$ cat config.mk
export PLATFORM = sky130hd
export DESIGN_NAME = cnt_dly_cell
export DESIGN_NICKNAME = d
export VERILOG_FILES = /design/src/rtl/cnt_dly_pkg.sv /design/src/rtl/cnt_dly_prescaler.sv /design/src/rtl/cnt_dly_rise_det.sv /design/src/rtl/cnt_dly_edge_pulse.sv /design/src/rtl/cnt_dly_core.sv /design/src/rtl/cnt_dly_cell.sv
export SDC_FILE = /design/constraint.sdc
export NUM_CORES = 1
export LEC_CHECK = 0
export BUFFER_PORTS_ARGS = -buffer_cell sky130_fd_sc_hd__buf_2
export CORE_MARGIN = 2
export CORE_UTILIZATION = 58
export DETAILED_ROUTE_END_ITERATION = 8
export PLACE_DENSITY = 0.79
export REMOVE_ABC_BUFFERS = 1
export SYNTH_ARGS = -nofsm -noshare
export SYNTH_HDL_FRONTEND = slang
export SYNTH_SLANG_ARGS = --single-unit
$ cat constraint.sdc
create_clock -name clk -period 1.05 [get_ports clk]
set_input_delay 0.105 -clock clk [delete_from_list [all_inputs] [get_ports clk]]
set_output_delay 0.105 -clock clk [all_outputs]
set_load 0.01 [all_outputs]
$ cat src/rtl/cnt_dly_pkg.sv
package cnt_dly_pkg;
  typedef enum logic [2:0] {
    SRC_OSC   = 3'd0,
    SRC_DIV_A = 3'd1,
    SRC_DIV_B = 3'd2,
    SRC_DIV_C = 3'd3,
    SRC_DIV_D = 3'd4,
    SRC_DIV_E = 3'd5,
    SRC_EXT   = 3'd6,
    SRC_CHAIN = 3'd7
  } src_e;

  typedef enum logic {
    MODE_DELAY = 1'b0,
    MODE_COUNT = 1'b1
  } mode_e;

  typedef enum logic [1:0] {
    EDGE_RISE = 2'b00,
    EDGE_FALL = 2'b01,
    EDGE_BOTH = 2'b10,
    EDGE_OFF  = 2'b11
  } edge_e;

  function automatic int max_of(input int a, input int b);
    return (a > b) ? a : b;
  endfunction
endpackage

$ cat src/rtl/cnt_dly_prescaler.sv
module cnt_dly_prescaler
  import cnt_dly_pkg::*;
#(
  parameter int DIV_A = 4,
  parameter int DIV_B = 12,
  parameter int DIV_C = 24,
  parameter int DIV_D = 64,
  parameter int DIV_E = 4096
) (
  input  logic       clk,
  input  logic       rst_n,
  input  logic       osc_tick,
  input  logic [2:0] src,
  output logic       div_en
);
  localparam int RMAX = max_of(max_of(max_of(DIV_A, DIV_B), max_of(DIV_C, DIV_D)), DIV_E);
  localparam int PW   = $clog2(RMAX);

  logic [PW-1:0] pcnt_q, pcnt_d, lim;
  logic [2:0]    src_q;
  logic          changed, term;

  always_comb begin
    unique case (src_e'(src))
      SRC_DIV_A: lim = PW'(DIV_A - 1);
      SRC_DIV_B: lim = PW'(DIV_B - 1);
      SRC_DIV_C: lim = PW'(DIV_C - 1);
      SRC_DIV_D: lim = PW'(DIV_D - 1);
      SRC_DIV_E: lim = PW'(DIV_E - 1);
      default:   lim = '0;
    endcase
  end

  assign changed = (src != src_q);
  assign term    = (pcnt_q == lim);
  assign div_en  = osc_tick & term & ~changed;

  always_comb begin
    pcnt_d = pcnt_q;
    if (changed)       pcnt_d = '0;
    else if (osc_tick) pcnt_d = term ? '0 : pcnt_q + 1'b1;
  end

  always_ff @(posedge clk or negedge rst_n) begin
    if (!rst_n) begin
      pcnt_q <= '0;
      src_q  <= '0;
    end else begin
      pcnt_q <= pcnt_d;
      src_q  <= src;
    end
  end
endmodule

$ cat src/rtl/cnt_dly_rise_det.sv
module cnt_dly_rise_det #(
  parameter int N = 2
) (
  input  logic         clk,
  input  logic         rst_n,
  input  logic [N-1:0] lvl,
  output logic [N-1:0] rise
);
  logic [N-1:0] prev_q;

  for (genvar i = 0; i < N; i++) begin : g_ch
    always_ff @(posedge clk or negedge rst_n) begin
      if (!rst_n) prev_q[i] <= 1'b0;
      else        prev_q[i] <= lvl[i];
    end
    assign rise[i] = lvl[i] & ~prev_q[i];
  end
endmodule

$ cat src/rtl/cnt_dly_edge_pulse.sv
module cnt_dly_edge_pulse
  import cnt_dly_pkg::*;
(
  input  logic       clk,
  input  logic       rst_n,
  input  logic       din,
  input  logic       dly_mode,
  input  logic [1:0] sel,
  output logic       pulse
);
  logic din_q, pulse_d, rise, fall;

  assign rise = din & ~din_q;
  assign fall = ~din & din_q;

  always_comb begin
    pulse_d = 1'b0;
    if (dly_mode) begin
      unique case (edge_e'(sel))
        EDGE_RISE: pulse_d = rise;
        EDGE_FALL: pulse_d = fall;
        EDGE_BOTH: pulse_d = rise | fall;
        default:   pulse_d = 1'b0;
      endcase
    end
  end

  always_ff @(posedge clk or negedge rst_n) begin
    if (!rst_n) begin
      din_q <= 1'b0;
      pulse <= 1'b0;
    end else begin
      din_q <= din;
      pulse <= pulse_d;
    end
  end
endmodule

$ cat src/rtl/cnt_dly_core.sv
module cnt_dly_core #(
  parameter int W = 8
) (
  input  logic         clk,
  input  logic         rst_n,
  input  logic         cnt_en,
  input  logic         count_mode,
  input  logic         din,
  input  logic [W-1:0] value,
  output logic         dout
);
  logic [W-1:0] load, cnt_q, cnt_d;
  logic         out_d;

  assign load = (value == '0) ? W'(1) : value;

  always_comb begin
    cnt_d = cnt_q;
    out_d = dout;
    if (count_mode) begin
      if (cnt_en) begin
        out_d = (cnt_q == W'(1));
        cnt_d = (cnt_q <= W'(1)) ? load : cnt_q - 1'b1;
      end
    end else if (din == dout) begin
      cnt_d = '0;
    end else if (cnt_q == '0) begin
      cnt_d = load;
    end else if (cnt_en) begin
      if (cnt_q == W'(1)) begin
        out_d = din;
        cnt_d = '0;
      end else begin
        cnt_d = cnt_q - 1'b1;
      end
    end
  end

  always_ff @(posedge clk or negedge rst_n) begin
    if (!rst_n) begin
      cnt_q <= '0;
      dout  <= 1'b0;
    end else begin
      cnt_q <= cnt_d;
      dout  <= out_d;
    end
  end
endmodule

$ cat src/rtl/cnt_dly_cell.sv
module cnt_dly_cell
  import cnt_dly_pkg::*;
#(
  parameter int W     = 8,
  parameter int DIV_A = 4,
  parameter int DIV_B = 12,
  parameter int DIV_C = 24,
  parameter int DIV_D = 64,
  parameter int DIV_E = 4096
) (
  input  logic         clk,
  input  logic         rst_n,
  input  logic         osc_tick,
  input  logic         ext_clk,
  input  logic         chain_in,
  input  logic         din,
  input  logic         cfg_mode,
  input  logic [2:0]   cfg_src,
  input  logic [1:0]   cfg_edge,
  input  logic [W-1:0] cfg_value,
  output logic         dout,
  output logic         pulse_out
);
  localparam int NLVL = 2;

  logic [1:0]      rst_pipe;
  logic            rst_sync_n;
  logic            div_en, cnt_en;
  logic [NLVL-1:0] lvl_rise;

  always_ff @(posedge clk or negedge rst_n) begin
    if (!rst_n) rst_pipe <= '0;
    else        rst_pipe <= {rst_pipe[0], 1'b1};
  end
  assign rst_sync_n = rst_pipe[1];

  cnt_dly_prescaler #(
    .DIV_A(DIV_A), .DIV_B(DIV_B), .DIV_C(DIV_C), .DIV_D(DIV_D), .DIV_E(DIV_E)
  ) u_pre (
    .clk(clk), .rst_n(rst_sync_n), .osc_tick(osc_tick), .src(cfg_src), .div_en(div_en)
  );

  cnt_dly_rise_det #(.N(NLVL)) u_rise (
    .clk(clk), .rst_n(rst_sync_n), .lvl({chain_in, ext_clk}), .rise(lvl_rise)
  );

  always_comb begin
    unique case (src_e'(cfg_src))
      SRC_OSC:   cnt_en = osc_tick;
      SRC_EXT:   cnt_en = lvl_rise[0];
      SRC_CHAIN: cnt_en = lvl_rise[1];
      default:   cnt_en = div_en;
    endcase
  end

  cnt_dly_core #(.W(W)) u_core (
    .clk(clk), .rst_n(rst_sync_n), .cnt_en(cnt_en), .count_mode(cfg_mode),
    .din(din), .value(cfg_value), .dout(dout)
  );

  cnt_dly_edge_pulse u_pulse (
    .clk(clk), .rst_n(rst_sync_n), .din(din), .dly_mode(cfg_mode == MODE_DELAY),
    .sel(cfg_edge), .pulse(pulse_out)
  );
endmodule

== Yosys cells after proc, flatten, opt, wreduce, memory -nomap -nowiden ==
Index checks and enable logic that the tools add are counted.

* Register bits after elaboration: 30
* Bits in latches: 0
* RAM bits: 0
* ROM bits: 0
* Memories: 0

* $add $sub $neg: 2
* Multiply operators: 0
* Div/mod/pow operators: 0
* Order comparisons: 1
* Eq/ne operators: 16
* Shift-type cells: 0
* Muxes and demuxes: 21
* Bitwise operators: 12
* Reductions and logical operators: 9

{| class="wikitable"
|+ Operators by type and width
! cell !! number
|-
| 8-bit 2-to-1 mux || 8
|-
| 12-bit case mux with 5 select lines || 1
|-
| 12-bit 2-to-1 mux || 3
|-
| 8-bit logical NOT || 2
|-
| 12-bit by 1-bit adder with 12-bit output (second input constant) || 1
|-
| 12-bit == test || 1
|-
| 3-bit == test (second input constant) || 4
|-
| 8-bit by 1-bit == test with 1-bit output (second input constant) || 1
|-
| 8-bit by 1-bit less-or-equal comparator with 1-bit output (second input constant) || 1
|-
| 8-bit by 1-bit subtractor with 8-bit output (second input constant) || 1
|-
| 1-bit 2-to-1 mux || 7
|-
| 1-bit AND || 6
|-
| 3-bit by 2-bit == test with 1-bit output (second input constant) || 2
|-
| 1-bit case mux with 3 select lines || 2
|-
| 1-bit inverter || 5
|-
| 2-bit inequality test (second input constant) || 2
|-
| 4-bit AND reduction || 1
|-
| 2-bit nonzero test || 2
|-
| 3-bit by 1-bit == test with 1-bit output (second input constant) || 1
|-
| 3-bit logical NOT || 1
|-
| 3-bit inequality test || 1
|-
| 3-bit nonzero test || 1
|-
| 2-bit by 1-bit == test with 1-bit output (second input constant) || 1
|-
| 2-bit == test (second input constant) || 1
|-
| 5 further kinds || 5
|}

== Depth between registers and ports, before layout ==
Gate-level depths: netlist of run 1.

* Depth after elaboration: 10
* Mapped depth: 9
* Gate-level depth less buffers: 8

== By module ==
A second synthesis of run 1 with hierarchy kept.

* Cell total of the unflattened synthesis: 223
* Area, all modules: 2128.3 um^2

{| class="wikitable"
|+ By module, submodules not included
! module !! instances !! cells an instance !! area an instance (um^2) !! sequential area each (um^2)
|-
| cnt_dly_prescaler || 1 || 104 || 1042.2 || 375.4
|-
| cnt_dly_core || 1 || 95 || 794.5 || 225.2
|-
| cnt_dly_edge_pulse || 1 || 10 || 115.1 || 50.0
|-
| cnt_dly_cell || 1 || 10 || 98.8 || 50.0
|-
| cnt_dly_rise_det || 1 || 4 || 77.6 || 50.0
|}

== Least setup slack after synthesis of run 1 ==
Ideal clock, no wire load.

* Path kind: reg2reg
* From: reg u_core.cnt_q[0]
* To: reg u_core.cnt_q[0]
* Data arrival time: 2010 ps
* Required time: 925 ps
* Slack: -1085 ps
* Stages on the path, launching flop included: 10
* Buffers on the path: 1
* Period minus slack after synthesis: 2135 ps
* Cell sequence: dfrtp_1 > inv_1 > ha_1 > or3b_1 > nor2_4 > nor2_2 > o21a_4 > nor2b_4 > buf_6 > mux2_4

* Cells in the longest elaborated chain, start to end: 6
* Elaborated cells on any way between the ends: 13

{| class="wikitable"
|+ RTL lines
! what !! RTL line !! RTL
|-
| from (decl) || cnt_dly_core.sv:12 || <nowiki>logic [W-1:0] load, cnt_q, cnt_d;</nowiki>
|-
| from (signal assigned) || cnt_dly_core.sv:44 || <nowiki>cnt_q <= cnt_d;</nowiki>
|-
| 8-bit by 1-bit subtractor with 8-bit output or 8-bit by 1-bit == test with 1-bit output (tied branches) || cnt_dly_core.sv:23, cnt_dly_core.sv:34, cnt_dly_core.sv:30 ||
|-
| 8-bit 2-to-1 mux || cnt_dly_core.sv:30 || <nowiki>if (cnt_q == W'(1)) begin</nowiki>
|-
| 8-bit 2-to-1 mux || cnt_dly_core.sv:29 || <nowiki>end else if (cnt_en) begin</nowiki>
|-
| 8-bit 2-to-1 mux || cnt_dly_core.sv:27 || <nowiki>end else if (cnt_q == '0) begin</nowiki>
|-
| 8-bit 2-to-1 mux || cnt_dly_core.sv:25 || <nowiki>end else if (din == dout) begin</nowiki>
|-
| 8-bit 2-to-1 mux || cnt_dly_core.sv:20 || <nowiki>if (count_mode) begin</nowiki>
|}

Several ways; a longest one is shown, not always the timed one. The select of a mux whose other input is x is not followed.
A chain may end at the register's enable or synchronous reset.

== Worst setup path after layout of run 1 ==
* From: reg u_pre.pcnt_q[3]
* To: reg u_core.cnt_q[0]

* Cells in the longest elaborated chain, start to end: 6
* Elaborated cells on any way between the ends: 7

{| class="wikitable"
|+ RTL lines
! what !! RTL line !! RTL
|-
| from (decl) || cnt_dly_prescaler.sv:19 || <nowiki>logic [PW-1:0] pcnt_q, pcnt_d, lim;</nowiki>
|-
| from (signal assigned) || cnt_dly_prescaler.sv:49 || <nowiki>pcnt_q <= pcnt_d;</nowiki>
|-
| 12-bit == test * || cnt_dly_prescaler.sv:35 || <nowiki>assign term = (pcnt_q == lim);</nowiki>
|-
| 1-bit AND * (2 in a row) || cnt_dly_prescaler.sv:36 || <nowiki>assign div_en = osc_tick & term & ~changed;</nowiki>
|-
| 1-bit case mux with 3 select lines * || cnt_dly_cell.sv:48 || <nowiki>unique case (src_e'(cfg_src))</nowiki>
|-
| 2-bit by 1-bit inequality test with 1-bit output (no source line) or 3-bit nonzero test (tied branches) || - ||
|-
| 2-bit AND reduction (no source line) * || - ||
|}

Every way passes the cells marked *; elsewhere a longest branch is shown, timed or not.

==> results of run 1 <==
[per-stage QoR]
step	setup TNS (ns)	cells	worst slack, ns
floorplan	-13.95	204	-1.01
global route	-19.14	358	-1.02
CTS	-13.23	351	-0.836
detailed placement	-13.89	335	-0.883
finish	-18.50	358	-0.972
global placement	-12.98	335	-0.822
[layout by cell type (no fill, tap or decap), types with 3 or more instances in the layout]
cell type and count:
buf_4 66, dfrtp_1 29, buf_2 20, nand2_1 14, nor2_1 12, buf_6 10
nand3_1 9, nor2_4 8, xor2_1 7, inv_1 6, a21oi_1 6, nand4_1 5
o21ai_0 5, nand3b_1 5, a21oi_2 5, o221ai_2 5, clkbuf_4 5, and3_1 4
dlygate4sd3_1 4, a31oi_1 3, nor2b_1 3, nor4_1 3, xnor2_2 3, nor2_2 3
ha_1 3
[cells in the mapped netlist, types with 5 or more instances]
cell type	count
nor2_1	21
ha_1	5
nand3_1	12
nand3b_1	5
dfrtp_1	30
nor4_1	6
o21ai_0	8
a21oi_1	12
and3_1	5
xor2_1	7
nand4_1	5
inv_1	8
o221ai_1	6
nand2_1	16
[worst reg2reg max path, cell delays in order, from the launching register on]
cell,delay [ns]
dfrtp_1,0.45
nand4bb_1,0.22
a21oi_2,0.09
o32a_4,0.41
and3_4,0.21
nor2b_4,0.20
mux2_4,0.32
[cell families (layout without fill, tap and decap cells)]
logic type               Yosys count  count (layout)  synth area share, %
AO/OA/AOI/OAI                     46              46                 16.5
other                              1               1                0.191
flip-flops                        30              30                 38.1
adder cells (fa/ha/maj)            5               5                 3.18
buffers and inverters             16             117                 5.21
AND/OR/NAND/NOR                   98              98                 28.3
XOR/XNOR                          12              12                 6.48
multiplexers                       3               3                 2.03
[where the power goes]
part	total, mW	internal (mW)	switching [mW]
combinational	1.82	0.878	0.941
clock	0.733	0.241	0.492
sequential	1.41	1.28	0.127
total	3.96	2.40	1.56
[flip-flops by register name (all words and copies together), names as in the netlist]
register       flops
u_rise.prev_q      2
u_pre.pcnt_q      12
u_pulse.din_q      1
u_core.cnt_q       8
u_pre.src_q        3
rst_pipe           2
u_pulse.pulse      1
u_core.dout        1
[repair_timing]
item                       in CTS  in global routing
cloned                          0                  0
setup endpoints to repair      23                 23
buffers inserted                5                  7
resized for setup              38                 47
hold endpoints to repair        5                  0
pin swaps                      16                 25
hold buffers                    4                  0
[how the worst max path moves through the flow]
| stage | start | endpoint | slack [ns] | depth (start not counted) |
|---|---|---|---|---|
| CTS | u_core.cnt_q[0]$_DFFE_PN0P_ | u_core.cnt_q[0]$_DFFE_PN0P_ | -0.84 | 8 |
| global placement | u_core.cnt_q[0]$_DFFE_PN0P_ | u_core.cnt_q[1]$_DFFE_PN0P_ | -0.82 | 8 |
| detailed placement | u_core.cnt_q[0]$_DFFE_PN0P_ | u_core.cnt_q[5]$_DFFE_PN0P_ | -0.88 | 9 |
| global route | u_pre.pcnt_q[3]$_DFFE_PN0P_ | u_core.cnt_q[0]$_DFFE_PN0P_ | -1.02 | 6 |
| floorplan | u_core.cnt_q[0]$_DFFE_PN0P_ | u_core.cnt_q[0]$_DFFE_PN0P_ | -1.01 | 8 |
| finish | u_pre.pcnt_q[3]$_DFFE_PN0P_ | u_core.cnt_q[0]$_DFFE_PN0P_ | -0.97 | 6 |
[per-layer routing]
| layer | global-route usage [%] | part of all wire (%) | vias up |
|---|---|---|---|
| li1 | - | - | 980 |
| met1 | 39.1 | 34 | 1182 |
| met2 | 61.7 | 48 | 240 |
| met3 | 7.61 | 10 | 86 |
| met4 | 15.6 | 7.7 | 0 |
| met5 | 0 | 0 | - |
[cell type report]
class	count	area (µm²)	area share, %
multi-input cells	165	1460	46.7
repair buffers	101	768	24.7
flip-flops and latches	30	752	24.1
well taps	46	57.6	1.85
clock buffers	5	37.5	1.21
inverters	9	33.8	1.08
clock inverters	2	10.0	0.321
==> run_results.csv, run 1 <==
group,metric,value,unit
power,ir_drop,1240,µV
route,drt_iter0_markers,436,
critical_path,critPathArrivalTime,2.27,ns
grt,grt.overflow.total,0,
outcome,status,"finished, violations left",
logic_synthesis,synth_top_area_share,38.1,%
floorplan,top_level_ports,22,
placement,hpwl,3.68,mm
critical_path,critPathTopFamily,"simple AND/OR/NAND/NOR gates",
layout,drive_above_1_share,54.8,%
critical_path,worstSetupPathType,"register to register",
sta,slew_viol_final,0,
critical_path,r2r_cells,6,
critical_path,cpPeakStageDelay,0.45,ns
clocking,tritoncts,"built",
sta,hold_viol,0,
sta,fin_crit,2.02,ns
logic_synthesis,ys_top_cells_by_area,"dfrtp_1 38%, nor2_1 4.0%, ha_1 3.2%, xor2_1 3.1%, a21oi_1 3.1%",
clocking,cts-root-buf,"clkbuf_4",
power,p_total,3.96,mW
outcome,violations,"setup timing",
placement,post_dp_cell_area,2550,µm²
clocking,cts_buffers,5,
layout,final_util,94.8,%
grt,grt_usage,34.4,%
hold_path,holdPathEnd,"u_pulse.din_q$_DFF_PN0_",
hold_path,holdCritPathClass,"input pin to register",
clocking,cts-htree-levels,2,
critical_path,r2r-start,"u_pre.pcnt_q[3]$_DFFE_PN0P_",
logic_synthesis,ys_ff_latch,30,
critical_path,path_buf_inv,0,
logic_synthesis,synth-edff-count,0,
sta,relSlewSlack,54.2,%
clocking,clk_pin_slew,0.14,ns
placement,port_buffers,21,
critical_path,crit_path_start_kind,"register",
grt,grt_pass1_vias,2146,
critical_path,crit_chain,"nand4bb_1 -> a21oi_2 -> o32a_4 -> and3_4 -> nor2b_4 -> mux2_4",
sta,layout_worst_path_cycle_share,193,%
floorplan,rows,21,
clocking,cts.sinks,30,
sta,worst_pin_slew,0.678,ns
floorplan,dieArea,3880,µm²
floorplan,initial_core_util,59.9,%
critical_path,worst_setup_path_end_kind,"register",
sta,layout_setup_ws,-0.972,ns
critical_path,ff2ff_setup_slack,-0.97,ns
layout,fin_area,3110,µm²
logic_synthesis,synth_area,1970,µm²
grt,grt_pass1_wl,10.3,mm
clocking,clk_path_buf_depth,2,
sta,rsz0062_at_grt,"true",
floorplan,coreArea,3280,µm²
route,drtPass1Iterations,5,
route,routed_wirelength,9.00,mm
route,vias_per_cell,6.95,
grt,antenna_found_initial,0,
floorplan,dieWidth,62.3,µm
logic_synthesis,synth.largest_area_cell,"dfrtp_1",
layout,final_net_count,337,
route,postRouteAntennaNets,0,
sta,hold_slack,0.0231,ns
route,drc_errors,0,
critical_path,r2r-end,"u_core.cnt_q[0]$_DFFE_PN0P_",
critical_path,cp_max_fo,4,
layout,antennaDiodeCount,0,
logic_synthesis,seq_area_frac_synth,38.1,%
critical_path,slowest_stage,"dfrtp_1",
power,p_per_area,1270,nW/µm²
route,wire_per_inst,25.1,µm
layout,fillers,77,
placement,place.gp.congestion,0.893,
sta,finClkSkew,0.0410,ns
logic_synthesis,synth.distinct_cells,57,
sta,setup_violations,23,
logic_synthesis,ys.flop_type,"dfrtp_1",
grt,grt_start_max_net_pins,29,
logic_synthesis,syn_inst,211,
floorplan,die_h,62.3,µm
critical_path,cp.required,1.30,ns
flow_run,drv_cap,0,
power,p_leak,1.36,nW
logic_synthesis,async_reset_ff_share,100,%
clocking,clock_latency,0.38,ns
sta,max_freq,0.495,GHz
hold_path,min_from,"din",
hold_path,hold-path-cell-count,2,
route,vias,2488,
layout,area_delta_synth_final,58.2,%
logic_synthesis,avgSynthCellArea,9.33,µm²
logic_synthesis,ys_warn_count,0,
No activity file was read; power rests on OpenSTA's default activity.
==> run 2: changes to the inputs <==
Settings changed: CORE_MARGIN 2 to unset, RECOVER_POWER set to 25.
==> run_results.csv, run 2 <==
group,metric,value,unit
clocking,cts-htree-levels,2,
floorplan,initial_core_util,62.9,%
floorplan,die_h,60.3,µm
logic_synthesis,avgSynthCellArea,9.33,µm²
logic_synthesis,synth.distinct_cells,57,
clocking,cts_buffers,5,
outcome,status,"aborted with a tool error",
clocking,clk_path_buf_depth,2,
outcome,failing_step,"global routing (5_1_grt)",
logic_synthesis,synth.largest_area_cell,"dfrtp_1",
logic_synthesis,synth_area,1970,µm²
placement,port_buffers,21,
placement,hpwl,4.34,mm
sta,endpoint_type,"sequential cell input",
floorplan,dieWidth,60.3,µm
logic_synthesis,ys.flop_type,"dfrtp_1",
logic_synthesis,async_reset_ff_share,100,%
logic_synthesis,synthTopCellsByCount,"30 x dfrtp_1, 21 x nor2_1, 16 x nand2_1",
placement,place.gp.congestion,0.902,
logic_synthesis,synth-edff-count,0,
outcome,error,"[ERROR DPL-0038] Utilization greater than 100%, impossible to legalize",
clocking,cts.sinks,30,
logic_synthesis,ys_ff_latch,30,
sta,crit_endpoint,"u_core.cnt_q[0]$_DFFE_PN0P_/D",
floorplan,rows,20,
grt,grt_start_max_net_pins,29,
clocking,cts-root-buf,"clkbuf_4",
logic_synthesis,syn_inst,211,
logic_synthesis,ys_top_cells_by_area,"dfrtp_1 38%, nor2_1 4.0%, ha_1 3.2%, xor2_1 3.1%, a21oi_1 3.1%",
logic_synthesis,synth.most_common_cell,"dfrtp_1",
logic_synthesis,synth_top_area_share,38.1,%
logic_synthesis,seq_area_frac_synth,38.1,%
floorplan,top_level_ports,22,
logic_synthesis,ys_warn_count,0,
run 2: cell counts after synthesis:
Identical to the previous run, type by type.
run 2: cell families after synthesis:
group                      synth area share [%]
DFF                                        38.1
xor gates and xnor gates                   6.48
AOI/OAI and AO/OA                          16.5
other                                     0.191
buffers and inverters                      5.21
muxes                                      2.03
adders and majority gates                  3.18
and+or+nand+nor                            28.3
run 2: what timing repair did:
item / in CTS
endpoints found under the setup margin: 23
endpoints found under the hold margin: 7
hold buffers: 6
pin swaps: 24
resized for setup: 51
setup buffers: 7
run 2: stage by stage:
step / hold WS, ns / area, µm² / cells / TNS, ns / worst slack, ns
after floorplan: -0.191 / 1900 / 204 / -13.95 / -1.01
after global placement: -0.111 / 2600 / 341 / -14.87 / -0.834
after detailed placement: -0.107 / 2600 / 341 / -15.86 / -0.958
after CTS: 0.0557 / 2990 / 362 / -14.35 / -0.860
==> run 3: changes to the inputs <==
Settings changed: CORE_UTILIZATION 58 to 40, PLACE_DENSITY 0.79 to unset, PLACE_DENSITY_LB_ADDON set to 0.15.
==> run_results.csv, run 3 (synthesized netlist as in run 1, its figures left out) <==
group,metric,value,unit
outcome,status,"finished, violations left",
outcome,violations,"DRC, setup timing",
sta,relSlewSlack,52.1,%
clocking,cts-htree-levels,2,
layout,area_delta_synth_final,57.0,%
grt,grt_pass1_vias,1930,
clocking,cts.sinks,30,
layout,final_util,65.4,%
placement,port_buffers,21,
sta,layout_worst_path_cycle_share,181,%
layout,antennaDiodeCount,0,
floorplan,rows,25,
route,postRouteAntennaNets,0,
hold_path,holdCritPathClass,"input pin to register",
flow_run,drv_cap,0,
layout,drive_above_1_share,51.0,%
critical_path,path_buf_inv,0,
critical_path,cp_max_fo,4,
route,vias,1940,
clocking,clk_path_buf_depth,2,
sta,fin_crit,1.91,ns
grt,grt_usage,21.8,%
clocking,cts_buffers,5,
critical_path,crit_chain,"or4_4 -> nor2_4 -> nor2_2 -> o21a_4 -> nor2b_4 -> mux2_4",
critical_path,worstSetupPathType,"register to register",
power,combinationalPowerShare,40.5,%
floorplan,die_h,72.1,µm
critical_path,critPathTopFamily,"simple AND/OR/NAND/NOR gates",
clocking,clock_latency,0.28,ns
clocking,tritoncts,"built",
route,routed_wirelength,5.35,mm
power,ir_drop,962,µV
layout,final_common_cell,"buf_4",
power,p_per_area,1280,nW/µm²
sta,hold_viol,0,
power,power_frac_clock,24.4,%
route,drt_iter0_markers,107,
route,wire_per_inst,14.0,µm
critical_path,critPathArrivalTime,2.07,ns
grt,grt_start_max_net_pins,29,
sta,layout_setup_ws,-0.855,ns
floorplan,dieWidth,72.1,µm
floorplan,initial_core_util,41.7,%
layout,final_net_count,338,
critical_path,worst_setup_path_end_kind,"register",
critical_path,cp.required,1.22,ns
route,drtPass1Iterations,6,
power,p_total,3.97,mW
grt,antenna_found_initial,0,
power,seq_power_share,35.1,%
power,netSwitchingPower,1.28,mW
layout,top_regs,"u_pre.pcnt_q: 12 flops, u_core.cnt_q: 8 flops, u_pre.src_q: 3 flops",
power,swShare,32.3,%
critical_path,slowest_stage,"or4_4",
sta,max_freq,0.525,GHz
layout,regMostFlops,"u_pre.pcnt_q",
floorplan,dieArea,5200,µm²
grt,grt.overflow.total,0,
sta,finClkSkew,0.00784,ns
grt,grt_pass1_wl,8.76,mm
sta,worst_pin_slew,0.718,ns
sta,slew_viol_final,0,
critical_path,cpPeakStageDelay,0.59,ns
clocking,clk_pin_slew,0.07,ns
layout,mostFrequentLayoutCells,"65 x buf_4, 27 x dfrtp_1, 16 x nor2_1, 16 x buf_2, 14 x nand2_1",
sta,setup_violations,23,
critical_path,crit_path_start_kind,"register",
clocking,cts-root-buf,"clkbuf_8",
floorplan,top_level_ports,22,
power,p_leak,1.35,nW
power,intPower,2.69,mW
route,vias_per_cell,5.09,
route,drc_errors,2,
placement,place.gp.congestion,0.832,
floorplan,coreArea,4720,µm²
sta,rsz0062_at_grt,"true",
layout,largest_reg_flops,12,
placement,hpwl,3.56,mm
-- run 3: timing repair --
item / 4_1_cts / 5_1_grt
endpoints found under the setup margin: 23 / 23
pin swaps: 20 / 22
hold endpoints to repair: 4 / 0
gates resized for setup: 35 / 34
hold buffers: 3 / 0
buffers inserted: 7 / 1
-- run 3: worst paths after layout --
check,slack (ns),from,endpoint,cells past startpoint
max in group asynchronous,0.17,rst_pipe[1]$_DFF_PN0_,u_pre.pcnt_q[4]$_DFFE_PN0P_,1
worst max-delay path,-0.86,u_core.cnt_q[7]$_DFFE_PN0P_,u_core.cnt_q[0]$_DFFE_PN0P_,6
min in group asynchronous,0.13,rst_n,rst_pipe[0]$_DFF_PN0_,2
worst min register to register,0.35,rst_pipe[0]$_DFF_PN0_,rst_pipe[1]$_DFF_PN0_,0
worst max register to register,-0.86,u_core.cnt_q[7]$_DFFE_PN0P_,u_core.cnt_q[0]$_DFFE_PN0P_,6
worst min-delay path,0.09,cfg_edge[0],u_pulse.pulse$_DFF_PN0_,3
-- run 3: cell type report --
type / count / area, µm²
clock buffers: 7 / 86.3
clock inverters: 1 / 5.00
fillers: 373 / 1630
inverters: 9 / 33.8
multi-input cells: 165 / 1360
flip-flops and latches: 30 / 754
well taps: 67 / 83.8
repair buffers: 102 / 766
-- run 3: per-layer routing --
metal	up-vias	wire [µm]	part of all wire, %	global-route usage, %
met4	0	57	1.1	7.41
li1	981	-	-	-
met3	9	119	2.2	5.00
met1	924	2640	49	30.9
met2	26	2530	47	32.9
met5	-	0	0	0
-- run 3: metrics by stage --
stage / hold WS (ns) / worst slack, ns / std cells / TNS [ns] / instance area [µm²]
global placement: -0.110 / -0.826 / 362 / -14.83 / 2640
floorplan: -0.191 / -1.01 / 204 / -13.95 / 1900
detailed placement: -0.109 / -0.872 / 362 / -15.24 / 2640
CTS: 0.0417 / -0.831 / 380 / -13.86 / 2970
finish: 0.0917 / -0.855 / 381 / -14.11 / 3090
global route: 0.117 / -0.901 / 381 / -15.83 / 3090
-- run 3: worst reg2reg max path, cell delays in order, from the launching register on --
cell     delay, ns
dfrtp_1       0.40
or4_4         0.59
nor2_4        0.14
nor2_2        0.04
o21a_4        0.18
nor2b_4       0.15
mux2_4        0.29
-- run 3: power by group through the flow --
stage | clock network (mW) | registers (mW) | logic [mW]
final | 0.969 | 1.39 | 1.61
after global routing | 1.05 | 1.40 | 1.75
after CTS | 1.01 | 1.38 | 1.50
after detailed placement | 0 | 1.39 | 1.21
after global placement | 0 | 1.38 | 1.23
after floorplan | 0 | 1.42 | 0.578
